$ cat src/rtl/psram_host_ctl.sv
module psram_host_ctl #(
  parameter int CLK_PS      = 4000,
  parameter int ADDR_W      = 20,
  parameter int T_SETUP_PS  = 0,
  parameter int T_CYCLE_PS  = 70000,
  parameter int T_WPULSE_PS = 45000,
  parameter int T_ACCESS_PS = 60000,
  parameter int T_GAP_PS    = 10000
) (
  input  logic              clk,
  input  logic              rst_n,
  input  logic              req_valid,
  input  logic              req_write,
  input  logic [ADDR_W-1:0] req_addr,
  input  logic [15:0]       req_wdata,
  input  logic [1:0]        req_be,
  output logic              req_ready,
  output logic [15:0]       rd_data,
  output logic              rd_valid,
  output logic [ADDR_W-1:0] mem_addr,
  output logic              mem_ce_n,
  output logic              mem_we_n,
  output logic              mem_oe_n,
  output logic              mem_lb_n,
  output logic              mem_ub_n,
  output logic [15:0]       mem_dq_out,
  output logic              mem_dq_oe,
  input  logic [15:0]       mem_dq_in
);

  function automatic int cdiv(input int a, input int b);
    return (a + b - 1) / b;
  endfunction

  function automatic int atleast1(input int v);
    return (v < 1) ? 1 : v;
  endfunction

  localparam int SETUP_C   = atleast1(cdiv(T_SETUP_PS, CLK_PS));
  localparam int WR_STB_C  = atleast1(cdiv(T_WPULSE_PS, CLK_PS));
  localparam int RD_STB_C  = atleast1(cdiv(T_ACCESS_PS, CLK_PS));
  localparam int CYC_C     = cdiv(T_CYCLE_PS, CLK_PS);
  localparam int WR_HOLD_C = atleast1(CYC_C - SETUP_C - WR_STB_C);
  localparam int RD_HOLD_C = atleast1(CYC_C - SETUP_C - RD_STB_C);
  localparam int REC_C     = atleast1(cdiv(T_GAP_PS, CLK_PS));
  localparam int MAX_A     = (WR_STB_C > RD_STB_C) ? WR_STB_C : RD_STB_C;
  localparam int MAX_B     = (WR_HOLD_C > RD_HOLD_C) ? WR_HOLD_C : RD_HOLD_C;
  localparam int MAX_C     = (SETUP_C > REC_C) ? SETUP_C : REC_C;
  localparam int MAX_AB    = (MAX_A > MAX_B) ? MAX_A : MAX_B;
  localparam int MAX_ALL   = (MAX_AB > MAX_C) ? MAX_AB : MAX_C;
  localparam int CNT_W     = $clog2(MAX_ALL + 1);

  typedef enum logic [2:0] {S_IDLE, S_SETUP, S_STROBE, S_HOLD, S_RECOVER} phase_t;

  phase_t             phase;
  logic [CNT_W-1:0]   cnt;
  logic               wr_q;
  logic [1:0]         be_q;
  logic [ADDR_W-1:0]  addr_q;
  logic [15:0]        wdata_q;

  wire        selected = (phase == S_SETUP) || (phase == S_STROBE) || (phase == S_HOLD);
  wire        strobing = (phase == S_STROBE);
  wire [15:0] lane_mask = {{8{be_q[1]}}, {8{be_q[0]}}};

  always_ff @(posedge clk or negedge rst_n) begin
    if (!rst_n) begin
      phase    <= S_IDLE;
      cnt      <= '0;
      wr_q     <= 1'b0;
      be_q     <= 2'b00;
      addr_q   <= '0;
      wdata_q  <= '0;
      rd_data  <= '0;
      rd_valid <= 1'b0;
    end else begin
      rd_valid <= 1'b0;
      if (cnt != '0) cnt <= cnt - 1'b1;
      case (phase)
        S_IDLE: if (req_valid) begin
          wr_q    <= req_write;
          be_q    <= req_be;
          addr_q  <= req_addr;
          wdata_q <= req_wdata;
          phase   <= S_SETUP;
          cnt     <= CNT_W'(SETUP_C - 1);
        end
        S_SETUP: if (cnt == '0) begin
          phase <= S_STROBE;
          cnt   <= wr_q ? CNT_W'(WR_STB_C - 1) : CNT_W'(RD_STB_C - 1);
        end
        S_STROBE: if (cnt == '0) begin
          if (!wr_q) begin
            rd_data  <= mem_dq_in & lane_mask;
            rd_valid <= 1'b1;
          end
          phase <= S_HOLD;
          cnt   <= wr_q ? CNT_W'(WR_HOLD_C - 1) : CNT_W'(RD_HOLD_C - 1);
        end
        S_HOLD: if (cnt == '0) begin
          phase <= S_RECOVER;
          cnt   <= CNT_W'(REC_C - 1);
        end
        S_RECOVER: if (cnt == '0) phase <= S_IDLE;
        default: phase <= S_IDLE;
      endcase
    end
  end

  assign req_ready  = (phase == S_IDLE);
  assign mem_addr   = addr_q;
  assign mem_ce_n   = !selected;
  assign mem_we_n   = !(strobing && wr_q);
  assign mem_oe_n   = !(strobing && !wr_q);
  assign mem_lb_n   = !(strobing && be_q[0]);
  assign mem_ub_n   = !(strobing && be_q[1]);
  assign mem_dq_out = wdata_q;
  assign mem_dq_oe  = selected && wr_q;

endmodule

$ cat config.mk
export PLATFORM = sky130hd
export DESIGN_NAME = psram_host_ctl
export DESIGN_NICKNAME = d
export VERILOG_FILES = /design/src/rtl/psram_host_ctl.sv
export SDC_FILE = /design/constraint.sdc
export NUM_CORES = 1
export LEC_CHECK = 0
export ABC_CLOCK_PERIOD_IN_PS = 5000
export BUFFER_PORTS_ARGS = -buffer_cell sky130_fd_sc_hd__buf_4
export CAP_MARGIN = 15
export CORE_MARGIN = 4
export CORE_UTILIZATION = 40
export CTS_CLUSTER_SIZE = 14
export DETAILED_ROUTE_END_ITERATION = 7
export PLACE_DENSITY = 0.68
export SETUP_SLACK_MARGIN = 0.15
export SLEW_MARGIN = 20
export SYNTH_ARGS = -nofsm -noshare
export SYNTH_HDL_FRONTEND = slang
export SYNTH_SLANG_ARGS = --single-unit
export TNS_END_PERCENT = 20
$ cat constraint.sdc
create_clock -name clk -period 5 [get_ports clk]
set_input_delay 0 -clock clk [delete_from_list [all_inputs] [get_ports clk]]
set_output_delay 0 -clock clk [all_outputs]
set_load 0.01 [all_outputs]
==> impl_metrics.toml <==
[status]
status = "finished clean"

[clock_tree]
root_buffer = "clkbuf_8"
clk_pin_slew_ns = 0.08
postCtsSetupBuffers = 0
clkSinkCount = 63
clk_latency_ns = 0.34
cts.hold.buffers_added = 57
ctsResizeCount = 0
cts_tree = "done"
clockBufferDepth = 2
cts_buffers = 9
cts_htree_levels = 3

[power]
switchingPower_uw = 811
cellPowerDensity_mw_per_mm2 = 523
leakagePower_uw = 0.00219
sw_frac_of_total = 0.354
p_comb_frac = 0.439
intPower_uw = 1480
pwr-share-clk = 0.168
p_seq_frac = 0.392
peakVddDrop_uv = 381

[yosys]
synth_cell_types = 35
syn_avg_cell_area_um2 = 12.7
yosysSeqAreaShare = 0.572
syn_nets = 277
yosysWarnings = 0
syn_area_mm2 = 0.00276
netlist_instances = 217
synth-seq-cells = 63

[global_route]
grt_pass1_vias = 2401
grt_max_degree = 64
grt_use_total = 0.177
antenna_found_initial = 0
grt_pass1_wl_um = 11600
grt_overflow = 0

[sta]
fin_setup_tns_ns = 0
rsz0062_at_grt = "false"
final_max_slew_viol_count = 0
finalHoldViolCount = 0
setup_viol = 0
finalCritPeriodShare = 0.434
worst_pin_slew_ns = 0.958
setup_slack_ns = 2.83
relSlewSlack = 0.362
fin_crit_ns = 2.17
fmax_mhz = 460
holdWs_ns = 0.302
skew_ns = 0.0109

[drt]
drt_pass1_iterations = 4
vias = 2247
drtIter0Drc = 56
vias_per_cell = 4.75
ant_nets = 0
drt_wl_total_um = 7140
drc = 0
wl_per_cell_um = 15.1

[critical_path]
worst-path-max-fanout = 41
worstPathRequired_ns = 5.21
start_kind = "flop"
end_kind = "flop"
cp.arrival_ns = 2.39
worst-r2r-cell-count = 3
timing_worst_setup_path_type = "flop to flop"

[die]
die_y_um = 91.0
die_area_mm2 = 0.00828
io_pins = 118
num_rows = 29
initial_core_util = 0.422
die_x_um = 91.0
core-area_mm2 = 0.00653

[cells_and_area]
final_cell_mix = "buf_4 (117), dfrtp_1 (63), dlygate4sd3_1 (57)"
final_common_cell = "buf_4"
drive_gt1_frac = 0.446
syn_to_final_growth_pct = 59.0
fin_area_mm2 = 0.00438
fin_util = 0.671
fin_nets = 450

[worst_hold_path]
hold_class = "primary input to async pin"

[placed_design]
place_area_mm2 = 0.00364
place_congestion = 0.791
numPortBuffers = 117
dpl_worst_slack_ns = 2.82
dp_hpwl_um = 4620

[flow_run]
drv_cap = 0
## state kept, by name, summed over array words and instances (netlist names)
name and flops:
wr_q 1, phase 3, rd_valid 1, be_q 2, mem_dq_out 16, mem_addr 20
rd_data 16, cnt 4
## critical path, stage by stage, from the launching register on
cell and delay [ns]:
dfrtp_1 0.56, nor3_2 0.25, and2_2 0.81, mux2_2 0.42
## final timing paths
path                                    start            end  slack [ns]
max in group asynchronous               rst_n  mem_dq_out[3]        4.19
min in group clk                 req_wdata[3]  mem_dq_out[3]        0.43
worst min register to register  mem_dq_out[3]  mem_dq_out[3]        0.50
worst max register to register       phase[1]    mem_addr[8]        2.83
worst min-delay path                    rst_n   mem_addr[14]        0.30
worst max-delay path                 phase[1]    mem_addr[8]        2.83
## cells by family (layout without fill, tap and decap cells)
kind of cell | Yosys count | in the layout | synth area share
flops | 63 | 63 | 0.572
mux | 55 | 55 | 0.218
simple gates | 43 | 43 | 0.0872
buf+inv | 37 | 215 | 0.0686
compound gates | 15 | 15 | 0.0391
fa+ha+maj | 2 | 2 | 0.00908
xor+xnor | 2 | 2 | 0.00636
other cells | 0 | 1 | 0
## cell usage after synthesis
cell,n,share of area
o21bai_1,1,0.0027
inv_1,24,0.033
nor3b_4,2,0.014
a311oi_1,1,0.0032
o21ai_0,3,0.0054
nand3_1,2,0.0036
nand2_1,22,0.030
or3_1,1,0.0023
buf_2,4,0.0073
nand2b_1,1,0.0023
buf_6,6,0.025
nor3b_1,2,0.0054
a21oi_1,2,0.0036
xor2_1,1,0.0032
xnor2_1,1,0.0032
and2_1,1,0.0023
inv_2,1,0.0014
o32a_1,1,0.0036
nor2_1,6,0.0082
a221oi_1,3,0.0095
ha_1,2,0.0091
a31oi_1,1,0.0023
a211oi_1,1,0.0027
and4b_1,1,0.0036
nand3_2,1,0.0036
nor3_2,1,0.0036
o31ai_1,1,0.0027
mux2_1,2,0.0082
nand4_1,1,0.0023
mux2i_1,16,0.058
and3b_1,2,0.0064
buf_1,2,0.0027
mux2_2,37,0.15
dfrtp_1,63,0.57
o311ai_0,1,0.0032
## through the flow
stage	cells	power, uW
3_3_place_gp	399	1860
5_1_grt	472	2450
4_1_cts	472	2320
6_report	473	2290
3_5_place_dp	399	1890
2_1_floorplan	217	1450
## per-layer routing
metal / track usage / routed length (um) / up-vias
met3: 0.0380 / 298 / 10
met4: 0.0817 / 125 / 0
met2: 0.320 / 3890 / 65
met5: 0 / 0 / -
li1: - / - / 1074
met1: 0.197 / 2820 / 1098
## power groups by stage
stage	Combinational [uW]	Clock, uW	Sequential, uW
6_report	1010	386	900
5_1_grt	1090	419	934
4_1_cts	1020	397	898
3_5_place_dp	981	0	907
3_3_place_gp	962	0	896
2_1_floorplan	513	0	932
## final cells by class
class	count	area [um^2]
Inverter	25	93.8
Clock inverter	7	48.8
Sequential cell	63	1580
Fill cell	478	2150
Clock buffer	9	124
Antenna cell	1	2.50
Multi-Input combinational cell	117	991
Tap cell	77	96.3
Timing Repair Buffer	174	1450
Note: power is estimated with default switching activity, not from simulation.
